==> config.mk <==
export PLATFORM = sky130hd
export DESIGN_NAME = cs_bus_master
export DESIGN_NICKNAME = d
export VERILOG_FILES = /design/src/rtl/cs_bus_pkg.sv /design/src/rtl/cs_bus_ctrl.sv /design/src/rtl/cs_bus_dp.sv /design/src/rtl/cs_bus_master.sv
export SDC_FILE = /design/constraint.sdc
export NUM_CORES = 1
export LEC_CHECK = 0
export ABC_AREA = 1
export BUFFER_PORTS_ARGS = -buffer_cell sky130_fd_sc_hd__buf_4
export CORE_AREA = 2 2 85 87
export CTS_CLUSTER_DIAMETER = 30
export DETAILED_ROUTE_END_ITERATION = 10
export DIE_AREA = 0 0 87 89
export GPL_TIMING_DRIVEN = 0
export PLACE_DENSITY = 0.82
export SYNTH_ARGS = -nofsm -noshare
export SYNTH_HDL_FRONTEND = slang
export SYNTH_SLANG_ARGS = --single-unit
==> constraint.sdc <==
create_clock -name clk -period 2.1 [get_ports clk]
set_clock_uncertainty 0.15 [all_clocks]
set_input_delay 0.21 -clock clk [delete_from_list [all_inputs] [get_ports clk]]
set_output_delay 0.21 -clock clk [all_outputs]
set_load 0.05 [all_outputs]
==> src/rtl/cs_bus_pkg.sv <==
package cs_bus_pkg;

  // Strobes from the sequencer to the datapath.
  typedef struct packed {
    logic load;     // capture a new request
    logic capture;  // last active clock: sample read data
    logic busOn;    // active phase in progress
  } dpCtl_t;

  typedef enum logic [1:0] {
    ST_IDLE   = 2'd0,
    ST_ACTIVE = 2'd1,
    ST_RECOV  = 2'd2
  } seqState_t;

endpackage

==> src/rtl/cs_bus_ctrl.sv <==
module cs_bus_ctrl
  import cs_bus_pkg::*;
#(
  parameter int NUM_SEL = 3,
  parameter int SEL_W   = 2,
  parameter int CNT_W   = 4
) (
  input  logic             clk,
  input  logic             rstN,
  input  logic             reqValid,
  output logic             reqReady,
  input  logic [SEL_W-1:0] reqSel,
  input  logic [SEL_W-1:0] curSel,
  input  logic [CNT_W-1:0] waitTab [NUM_SEL],
  input  logic [CNT_W-1:0] recTab  [NUM_SEL],
  output dpCtl_t           ctl
);

  seqState_t        state;
  logic [CNT_W-1:0] cnt;
  logic [CNT_W-1:0] waitSel;
  logic [CNT_W-1:0] recSel;

  // Timing for the incoming request comes from its own select; recovery
  // uses the select that owns the cycle now ending.
  always_comb begin
    waitSel = (int'(reqSel) < NUM_SEL) ? waitTab[reqSel] : '0;
    recSel  = (int'(curSel) < NUM_SEL) ? recTab[curSel]  : '0;
  end

  always_ff @(posedge clk or negedge rstN) begin
    if (!rstN) begin
      state <= ST_IDLE;
      cnt   <= '0;
    end else begin
      unique case (state)
        ST_IDLE: if (reqValid) begin
          state <= ST_ACTIVE;
          cnt   <= waitSel;
        end
        ST_ACTIVE: if (cnt == '0) begin
          if (recSel == '0) state <= ST_IDLE;
          else begin
            state <= ST_RECOV;
            cnt   <= recSel - 1'b1;
          end
        end else cnt <= cnt - 1'b1;
        ST_RECOV: if (cnt == '0) state <= ST_IDLE;
                  else cnt <= cnt - 1'b1;
        default: state <= ST_IDLE;
      endcase
    end
  end

  always_comb begin
    reqReady    = (state == ST_IDLE);
    ctl.load    = (state == ST_IDLE) && reqValid;
    ctl.capture = (state == ST_ACTIVE) && (cnt == '0);
    ctl.busOn   = (state == ST_ACTIVE);
  end

  // the active phase ends on the clock after the count reaches zero
  a_r6_active_ends: assert property (@(posedge clk) disable iff (!rstN)
    (state == ST_ACTIVE && cnt == '0) |=> (state != ST_ACTIVE));

  // recovery always hands back to idle, never straight to a new cycle
  a_r7_recov_to_idle: assert property (@(posedge clk) disable iff (!rstN)
    (state == ST_RECOV && cnt == '0) |=> (state == ST_IDLE));

endmodule

==> src/rtl/cs_bus_dp.sv <==
module cs_bus_dp
  import cs_bus_pkg::*;
#(
  parameter int NUM_SEL = 3,
  parameter int SEL_W   = 2,
  parameter int ADDR_W  = 17,
  parameter int DATA_W  = 16
) (
  input  logic              clk,
  input  logic              rstN,
  input  dpCtl_t            ctl,
  input  logic [SEL_W-1:0]  reqSel,
  input  logic              reqWrite,
  input  logic              reqWord,
  input  logic [ADDR_W-1:0] reqAddr,
  input  logic [DATA_W-1:0] reqWdata,
  output logic [SEL_W-1:0]  curSel,
  output logic              rspValid,
  output logic [DATA_W-1:0] rspRdata,
  output logic [NUM_SEL-1:0] busSelN,
  output logic              busRdN,
  output logic              busLwrN,
  output logic              busHwrN,
  output logic [ADDR_W-2:0] busAddr,
  output logic [DATA_W-1:0] busDataOut,
  output logic              busDataOe,
  input  logic [DATA_W-1:0] busDataIn
);

  localparam int BYTE_W = DATA_W / 2;

  logic              isRdQ, wordQ, oddQ;
  logic              laneLo, laneHi;
  logic [DATA_W-1:0] aligned;

  always_ff @(posedge clk or negedge rstN) begin
    if (!rstN) begin
      curSel     <= '0;
      busAddr    <= '0;
      busDataOut <= '0;
      isRdQ      <= 1'b1;
      wordQ      <= 1'b0;
      oddQ       <= 1'b0;
      rspValid   <= 1'b0;
      rspRdata   <= '0;
    end else begin
      if (ctl.load) begin
        curSel     <= reqSel;
        busAddr    <= reqAddr[ADDR_W-1:1];
        isRdQ      <= !reqWrite;
        wordQ      <= reqWord;
        oddQ       <= reqAddr[0];
        busDataOut <= reqWord ? reqWdata : {2{reqWdata[BYTE_W-1:0]}};
      end
      rspValid <= ctl.capture;
      if (ctl.capture) rspRdata <= aligned;
    end
  end

  always_comb begin
    laneLo  = wordQ || !oddQ;
    laneHi  = wordQ || oddQ;
    aligned = wordQ ? busDataIn
            : {{BYTE_W{1'b0}}, (oddQ ? busDataIn[DATA_W-1:BYTE_W] : busDataIn[BYTE_W-1:0])};
    busRdN    = !(ctl.busOn && isRdQ);
    busLwrN   = !(ctl.busOn && !isRdQ && laneLo);
    busHwrN   = !(ctl.busOn && !isRdQ && laneHi);
    busDataOe = ctl.busOn && !isRdQ;
  end

  for (genvar i = 0; i < NUM_SEL; i++) begin : g_sel
    assign busSelN[i] = !(ctl.busOn && (int'(curSel) == i));
  end

  // never more than one select low
  a_r2_one_select: assert property (@(posedge clk) disable iff (!rstN)
    $onehot0(~busSelN));

  // a read never pulls a write strobe
  a_r5_read_no_write: assert property (@(posedge clk) disable iff (!rstN)
    !busRdN |-> (busLwrN && busHwrN));

endmodule

==> src/rtl/cs_bus_master.sv <==
module cs_bus_master
  import cs_bus_pkg::*;
#(
  parameter int NUM_SEL = 3,
  parameter int CNT_W   = 4,
  parameter int ADDR_W  = 17,
  parameter int DATA_W  = 16,
  localparam int SEL_W  = (NUM_SEL > 1) ? $clog2(NUM_SEL) : 1
) (
  input  logic                     clk,
  input  logic                     rstN,
  input  logic [NUM_SEL*CNT_W-1:0] cfgWait,
  input  logic [NUM_SEL*CNT_W-1:0] cfgRecov,
  input  logic                     reqValid,
  output logic                     reqReady,
  input  logic [SEL_W-1:0]         reqSel,
  input  logic                     reqWrite,
  input  logic                     reqWord,
  input  logic [ADDR_W-1:0]        reqAddr,
  input  logic [DATA_W-1:0]        reqWdata,
  output logic                     rspValid,
  output logic [DATA_W-1:0]        rspRdata,
  output logic [NUM_SEL-1:0]       busSelN,
  output logic                     busRdN,
  output logic                     busLwrN,
  output logic                     busHwrN,
  output logic [ADDR_W-2:0]        busAddr,
  output logic [DATA_W-1:0]        busDataOut,
  output logic                     busDataOe,
  input  logic [DATA_W-1:0]        busDataIn
);

  logic [CNT_W-1:0] waitTab [NUM_SEL];
  logic [CNT_W-1:0] recTab  [NUM_SEL];
  logic [SEL_W-1:0] curSel;
  dpCtl_t           ctl;

  for (genvar i = 0; i < NUM_SEL; i++) begin : g_cfg
    assign waitTab[i] = cfgWait[i*CNT_W +: CNT_W];
    assign recTab[i]  = cfgRecov[i*CNT_W +: CNT_W];
  end

  cs_bus_ctrl #(.NUM_SEL(NUM_SEL), .SEL_W(SEL_W), .CNT_W(CNT_W)) u_ctrl (
    .clk(clk), .rstN(rstN), .reqValid(reqValid), .reqReady(reqReady),
    .reqSel(reqSel), .curSel(curSel), .waitTab(waitTab), .recTab(recTab),
    .ctl(ctl)
  );

  cs_bus_dp #(.NUM_SEL(NUM_SEL), .SEL_W(SEL_W), .ADDR_W(ADDR_W), .DATA_W(DATA_W)) u_dp (
    .clk(clk), .rstN(rstN), .ctl(ctl), .reqSel(reqSel), .reqWrite(reqWrite),
    .reqWord(reqWord), .reqAddr(reqAddr), .reqWdata(reqWdata), .curSel(curSel),
    .rspValid(rspValid), .rspRdata(rspRdata), .busSelN(busSelN), .busRdN(busRdN),
    .busLwrN(busLwrN), .busHwrN(busHwrN), .busAddr(busAddr),
    .busDataOut(busDataOut), .busDataOe(busDataOe), .busDataIn(busDataIn)
  );

  // no request can be taken while a select is low
  a_r10_busy_blocks: assert property (@(posedge clk) disable iff (!rstN)
    !(&busSelN) |-> !reqReady);

  // address held while the select stays low
  a_r9_addr_hold: assert property (@(posedge clk) disable iff (!rstN)
    (!(&busSelN) && !$past(&busSelN)) |-> $stable(busAddr));

  // completion pulse only in the first clock after a select rises
  a_r8_rsp_at_release: assert property (@(posedge clk) disable iff (!rstN)
    rspValid |-> ((&busSelN) && !$past(&busSelN)));

endmodule

==> results of run 1 <==
-- synth_stat cells (2+ instances only) --
library cell and number:
sky130_fd_sc_hd__clkinv_1 2, sky130_fd_sc_hd__clkbuf_1 5, sky130_fd_sc_hd__nand2_1 173, sky130_fd_sc_hd__nor3_1 3, sky130_fd_sc_hd__o21ai_1 2, sky130_fd_sc_hd__nand3_1 16, sky130_fd_sc_hd__inv_1 25, sky130_fd_sc_hd__ha_1 7
sky130_fd_sc_hd__a21oi_1 8, sky130_fd_sc_hd__inv_2 4, sky130_fd_sc_hd__nor2_2 4, sky130_fd_sc_hd__o21ai_0 27, sky130_fd_sc_hd__nand3_2 3, sky130_fd_sc_hd__buf_2 4, sky130_fd_sc_hd__o22ai_1 2, sky130_fd_sc_hd__nor2_1 21
sky130_fd_sc_hd__xnor2_1 2, sky130_fd_sc_hd__dfrtp_1 59, sky130_fd_sc_hd__o31ai_1 8
-- worst max-delay path, stage by stage, from the launching register on --
cell	delay, ns
sky130_fd_sc_hd__dfrtp_1	0.40
sky130_fd_sc_hd__inv_1	0.10
sky130_fd_sc_hd__ha_2	0.25
sky130_fd_sc_hd__inv_1	0.15
sky130_fd_sc_hd__nor2_4	0.14
sky130_fd_sc_hd__nand2_1	0.07
sky130_fd_sc_hd__buf_4	0.19
-- flip-flops by register name (all words and copies together) (netlist names) --
| name | count |
|---|---|
| u_dp.rspRdata | 16 |
| u_dp.busDataOut | 16 |
| u_dp.wordQ | 1 |
| u_dp.busAddr | 16 |
| u_ctrl.state | 2 |
| u_dp.rspValid | 1 |
| u_ctrl.cnt | 4 |
| u_dp.curSel | 2 |
| u_dp.isRdQ | 1 |
| u_dp.oddQ | 1 |
-- per-layer routing --
metal,global-route usage,part of all wire,vias to the layer above
li1,-,-,1584
met1,0.269,0.40,1439
met2,0.423,0.51,118
met3,0.0554,0.068,17
met4,0.105,0.017,0
met5,0,0,-
-- what timing repair did --
action	in CTS	in global routing
pin swaps	0	0
gates resized for setup	1	2
setup endpoints to repair	2	5
hold buffers	42	0
endpoints found under the hold margin	100	0
-- power by group through the flow --
stage                     Combinational [W]  Clock, W  Sequential (W)
final                               0.00470   0.00113         0.00212
after global routing                0.00508   0.00121         0.00218
after global placement              0.00454         0         0.00211
after floorplan                     0.00166         0         0.00367
after CTS                           0.00470   0.00117         0.00211
after detailed placement            0.00463         0         0.00212
-- per-stage QoR --
| step | power (W) | setup WS (ns) | util | std cells | setup TNS (ns) |
|---|---|---|---|---|---|
| floorplan | 0.00532 | 0.111 | - | 383 | 0 |
| global placement | 0.00664 | 0.145 | 0.609 | 599 | 0 |
| detailed placement | 0.00674 | 0.0643 | 0.609 | 599 | 0 |
| CTS | 0.00798 | 0.0482 | 0.704 | 656 | 0 |
| global route | 0.00848 | -0.0120 | 0.705 | 656 | -0.0221 |
| finish | 0.00795 | 0.112 | 0.705 | 656 | 0 |
-- cells by family after synthesis --
| kind of cell | after synthesis |
|---|---|
| and+or+nand+nor | 224 |
| buffers and inverters | 41 |
| AOI/OAI and AO/OA | 49 |
| DFF | 60 |
| adders and majority gates | 7 |
| xor gates and xnor gates | 2 |
-- area by class of cell --
class | instances | area share
Tap cell | 80 | 0.0211
Clock inverter | 4 | 0.0156
Timing Repair Buffer | 178 | 0.304
Clock buffer | 11 | 0.0298
Inverter | 31 | 0.0254
Buffer | 10 | 0.0106
Multi-Input combinational cell | 282 | 0.276
Sequential cell | 60 | 0.317
-- worst min-delay path by stage --
| stage | endpoint | slack, ns | cells past startpoint |
|---|---|---|---|
| after floorplan | u_ctrl.cnt[0] | -0.24 | 0 |
| after global placement | u_dp.curSel[1] | 0.18 | 1 |
| after detailed placement | u_dp.curSel[0] | 0.19 | 1 |
| after CTS | u_dp.rspRdata[12] | 0.002 | 3 |
| after global routing | u_dp.rspRdata[12] | 0.02 | 3 |
| final | u_dp.rspRdata[12] | 0.03 | 3 |
==> impl_results.md, run 1 <==
* Average detailed-routed wire length per instance at 13.4 µm
* Combined flip-flop and latch cell area at 0.00150 mm²
* Status: finished, final reports clean
* Number of global-route vias before repair at 3214
* Simple-gate share of the synthesized area at 0.309
* Number of antenna violations at the first check in global routing at 0
* Post-synthesis area per instance at 7.73 µm²
* Count of buffers from port buffering at 136
* Max-cap viol count at 0
* Core area at 0.00672 mm²
* Initial standard-cell utilization of the core at 0.441
* Switch share at 0.514
* Fraction of the mapped netlist area in adder cells at 0.0296
* Detailed Route Iter0 Violations at 108
* Worst reg-to-reg setup slack at 0.20 ns
* Warnings from Yosys at 0
* Residual DRC at 0
* Via count of the routed design at 3158
* Number of buffers between clock root and the deepest sink at 2
* Share of post-route cells with drive strength above 1 at 0.306
* Instance count of the mapped netlist at 383
* Setup repair after global routing missed its margin: true
* Reg-to-reg critical path endpoint: u_dp.busDataOut[14]
* Synth Register Bits at 60
* Remaining antenna violation count at 0
* Mux cell area share after synthesis at 0
* Final worst path period share at 0.946
* Area taken by multi-input logic gates at 0.00131 mm²
* Unique masters post-synth at 27
* Proportion of power drawn by flip-flops and latches at 0.266
* H-Tree Level Count at 3
* Kind of launch point of the worst setup path: flop
* Capturing element type of the critical path: output port
* Commonest cells after routing, fill and taps aside: sky130_fd_sc_hd__nand2_1, sky130_fd_sc_hd__buf_4, sky130_fd_sc_hd__dfrtp_1
* Post-synthesis cell type with the largest combined area: sky130_fd_sc_hd__dfrtp_1
* Number of nets in the layout at 659
* Capturing instance or port of the critical path: busLwrN
* Max Clk Rate at 503 MHz
* Total number of placement rows at 30
* Clock power frac at 0.143
* Least-Margin Pin Slew at 0.765 ns
* Count of inserted antenna diode cells at 0
* Time the worst path needs with I/O delays and setup at 1.99 ns
* Relative slew slack at 0.490
* DPL Wire Length at 5960 µm
* Clock tree from TritonCTS: yes
* Hold violation total from the final report at 0
* Count of final max-slew check failures at 0
* Data arrival time of the critical path at 1.63 ns
* Static power due to leakage at 2.59 nW
* CP max FO at 7
* Final worst hold slack at 0.0260 ns
* Flip-flop cell with the highest count after synthesis: sky130_fd_sc_hd__dfrtp_1
* Commonest non-fill, non-tap cell in the layout: sky130_fd_sc_hd__nand2_1
* Detailed-routing iteration count for the pre-antenna-repair pass at 4
* Buffer count from post-CTS setup fixing at 0
* First-pass GRT wire length at 14200 µm
* Worst skew pair latency at 0.33 ns
* Type of the worst min-delay path: input port to flop
* Sw Pwr at 0.00409 W
* Internal Pwr Total at 0.00386 W
* Area of all placed cells without fillers at 0.00474 mm²
* Area growth from synthesis to final layout at 60.0%
* Xor and xnor area share after synthesis at 0.00592
* Total Die Area at 0.00774 mm²
* Routed wire length at 8790 µm
* I/O pin total at 137
* Critical path class: flop to output port
* Clock-pin slew on the worst setup and hold paths at 0.06 ns
* Synthesized cell area at 0.00296 mm²
* Via-to-Cell Ratio at 4.81
* Fillcell total at 537
* Largest net degree at the start of global routing at 61
* Crit. Startpoint: u_ctrl.state[1]
* Master cell of the clock root buffer: sky130_fd_sc_hd__clkbuf_8
* Top post-synthesis cells by area: sky130_fd_sc_hd__dfrtp_1, sky130_fd_sc_hd__nand2_1, sky130_fd_sc_hd__o21ai_0, sky130_fd_sc_hd__inv_1, sky130_fd_sc_hd__ha_1
* Routability Congestion at 0.847
* Synth Net Count at 470
* Die height at 89 µm
* Num Clock Sinks at 60
* Fraction of registers with async set or reset after synthesis at 1.00
* Overflow after GRT at 0
* GRT Resource Usage Total at 0.236
* Area of placed instances at 0.00409 mm²
* Start point of the worst min-delay path: busDataIn[12]
* Max rail drop VDD at 0.000988 V
* Critical path required time at 1.74 ns
* Areal power density over the cells at 1680 mW/mm²
* Portion of the post-synthesis area used by sequential elements at 0.508
* Number of cell instances on the worst register-to-register path at 9
* Post-synth EDFFs at 0
* Startpoint of the most critical register-to-register path: u_ctrl.state[0]
* Compound-gate portion of the synthesized area at 0.0921
* Die Width at 87 µm
* Main combinational cell family by area after synthesis: simple AND/OR/NAND/NOR gates
* Final count of negative-setup-slack endpoints at 0
* Area share of the largest cell type after synthesis at 0.499
* Total CTS buffers at 9
* Combinational share of power at 0.591
Power figures use the tool's default switching activity.
==> inputs of run 2 (changes only) <==
Settings changed: PLACE_DENSITY 0.82 to 0.75.
==> run 2 against run 1 <==
Via count up 2.0%. Routed wire length is 3.7% higher. Register-to-register slack hardly changed. Hold slack better by 0.0072 ns. Final area down 0.53%. Global-route usage is 1.1 points higher. Non-clock buffer count shrank 2. Final cell count fell by 0.15%. Utilization shrank 0.37 points. Critical path depth did not move. Sequential share of layout area increased by 0.17 points. Largest power group unchanged.
==> impl_results.md, run 2 (synthesis results as in run 1) <==
* Status: finished, final reports clean
* Hold Crit Depth at 3
* Fillcell total at 504
* Count of final max-slew check failures at 0
* Share of post-route cells with drive strength above 1 at 0.310
* Number of cells in the design after placement at 599
* Via count of the routed design at 3220
* CP max FO at 7
* Final sum of negative setup slack at 0 ns
* Clock-pin slew on the worst setup and hold paths at 0.07 ns
* Least-Margin Pin Slew at 0.758 ns
* Areal power density over the cells at 1680 mW/mm²
* Detailed-routing iteration count for the pre-antenna-repair pass at 4
* Area growth from synthesis to final layout at 59.2%
* Combined flip-flop and latch cell area at 0.00150 mm²
* Remaining antenna violation count at 0
* Area taken by multi-input logic gates at 0.00132 mm²
* Number of standard cells in the final layout excluding fillers at 655
* I/O pin total at 137
* Smallest setup slack after layout at 0.154 ns
* Total CTS buffers at 9
* Master cell of the clock root buffer: sky130_fd_sc_hd__clkbuf_8
* Buffer count from post-CTS setup fixing at 0
* Type of the worst min-delay path: input port to flop
* Reg-to-reg critical path endpoint: u_dp.busAddr[11]
* Max rail drop VDD at 0.00116 V
* Biggest registers after layout: u_dp.busAddr x16, u_dp.busDataOut x16, u_dp.rspRdata x16
* Max-cap viol count at 0
* DPL Wire Length at 5970 µm
* Worst-path cell chain: inv_1 > ha_4 > inv_1 > nor2_4 > o21ai_2 > buf_4
* Critical path required time at 1.74 ns
* Number of buffers between clock root and the deepest sink at 2
* Clock tree from TritonCTS: yes
* Via-to-Cell Ratio at 4.92
* Buffers and inverters on the worst path at 3
* Startpoint of the most critical register-to-register path: u_ctrl.state[0]
* Number of cell instances on the worst register-to-register path at 7
* Worst reg-to-reg setup slack at 0.20 ns
* Num Clock Sinks at 60
* Routed wire length at 9110 µm
* H-Tree Level Count at 3
* Relative slew slack at 0.494
* Data arrival time of the critical path at 1.59 ns
* Commonest non-fill, non-tap cell in the layout: sky130_fd_sc_hd__nand2_1
* Number of global-route vias before repair at 3285
* Count of buffers from port buffering at 136
* Number of antenna violations at the first check in global routing at 0
* Die height at 89 µm
* Worst skew pair latency at 0.32 ns
* Detailed Route Iter0 Violations at 116
* Hold violation total from the final report at 0
* Largest net degree at the start of global routing at 61
* Total Die Area at 0.00774 mm²
* Residual DRC at 0
* Total number of placement rows at 30
* Count of inserted antenna diode cells at 0
* First-pass GRT wire length at 15000 µm
* GRT Resource Usage Total at 0.247
* Hold endpoint: u_dp.rspRdata[11]
* Capturing element type of the critical path: output port
* Critical path class: flop to output port
* Initial standard-cell utilization of the core at 0.441
* Overflow after GRT at 0
* Average detailed-routed wire length per instance at 13.9 µm
* Routability Congestion at 0.871
* Time the worst path needs with I/O delays and setup at 1.95 ns
* Number of nets in the layout at 657
* Die Width at 87 µm
* Final worst hold slack at 0.0332 ns
* Setup repair after global routing missed its margin: false
* Final count of negative-setup-slack endpoints at 0
* Max Clk Rate at 514 MHz
* Biggest cell delay along the critical path at 0.40 ns
* Static power due to leakage at 2.58 nW
* Core area at 0.00672 mm²
* Top delay family on crit path: buffers and inverters
* Final worst path period share at 0.927
* Kind of launch point of the worst setup path: flop
* Commonest cells after routing, fill and taps aside: sky130_fd_sc_hd__nand2_1, sky130_fd_sc_hd__buf_4, sky130_fd_sc_hd__dfrtp_1
* Start point of the worst min-delay path: busDataIn[11]
* Worst slack at placement at 0.106 ns
* Highest-delay cell along the critical path: sky130_fd_sc_hd__dfrtp_1
* Crit path top cell by count: sky130_fd_sc_hd__inv_1
## run 2: changes by cell type in the layout (fill, tap and decap cells not counted)
cell,change
sky130_fd_sc_hd__clkinv_2,+2
sky130_fd_sc_hd__dlygate4sd3_1,-2
sky130_fd_sc_hd__ha_2,-1
sky130_fd_sc_hd__ha_4,+1
sky130_fd_sc_hd__bufinv_16,-1
sky130_fd_sc_hd__clkbuf_1,-1
sky130_fd_sc_hd__inv_6,+1
## run 2: power by group
part | internal, W | switching (W)
combinational | 0.00145 | 0.00329
sequential | 0.00172 | 0.000413
clock | 0.000580 | 0.000463
## run 2: routing by layer
layer	track usage	part of all wire	vias to the layer above
li1	-	-	1590
met1	0.301	0.41	1479
met2	0.430	0.50	143
met3	0.0729	0.080	8
met4	0.0668	0.0088	0
met5	0	0	-
## run 2: metrics by stage
step                 util  total power [W]  cell area [µm²]
floorplan               -          0.00532             2970
global placement    0.609          0.00666             4090
detailed placement  0.609          0.00674             4090
CTS                 0.699          0.00788             4700
global route        0.701          0.00844             4710
finish              0.701          0.00792             4710
## run 2: layout make-up
cell class / instances / share of cell area
plain buffers: 10 / 0.0106
clock buffers: 10 / 0.0292
clock inverters: 6 / 0.0133
inverters: 31 / 0.0255
multi-input cells: 282 / 0.280
flip-flops and latches: 60 / 0.319
well taps: 80 / 0.0212
repair buffers: 176 / 0.302
## run 2: worst max-delay path by stage
| stage | cells after the start | slack (ns) | start | endpoint |
|---|---|---|---|---|
| after floorplan | 9 | 0.11 | u_ctrl.state[0] | u_dp.busDataOut[13] |
| after global placement | 9 | 0.15 | u_ctrl.state[0] | u_dp.busDataOut[14] |
| after detailed placement | 9 | 0.11 | u_ctrl.state[0] | u_dp.busDataOut[13] |
| after CTS | 6 | 0.07 | u_ctrl.state[1] | busHwrN |
| after global routing | 7 | 0.01 | u_ctrl.state[0] | u_dp.busAddr[11] |
| final | 6 | 0.15 | u_ctrl.state[1] | busHwrN |
## run 2: what timing repair did
action	CTS	global route
gates cloned	0	0
gates resized for setup	1	3
hold buffers	40	0
endpoints found under the setup margin	1	6
pin swaps	0	0
endpoints found under the hold margin	98	0
## run 2: worst reg2reg max path: stages (launching register included)
cell	delay, ns
sky130_fd_sc_hd__dfrtp_1	0.42
sky130_fd_sc_hd__inv_1	0.12
sky130_fd_sc_hd__ha_1	0.22
sky130_fd_sc_hd__nand2_2	0.14
sky130_fd_sc_hd__clkinvlp_4	0.17
sky130_fd_sc_hd__clkbuf_1	0.37
sky130_fd_sc_hd__nand2_1	0.15
sky130_fd_sc_hd__nand2_1	0.10
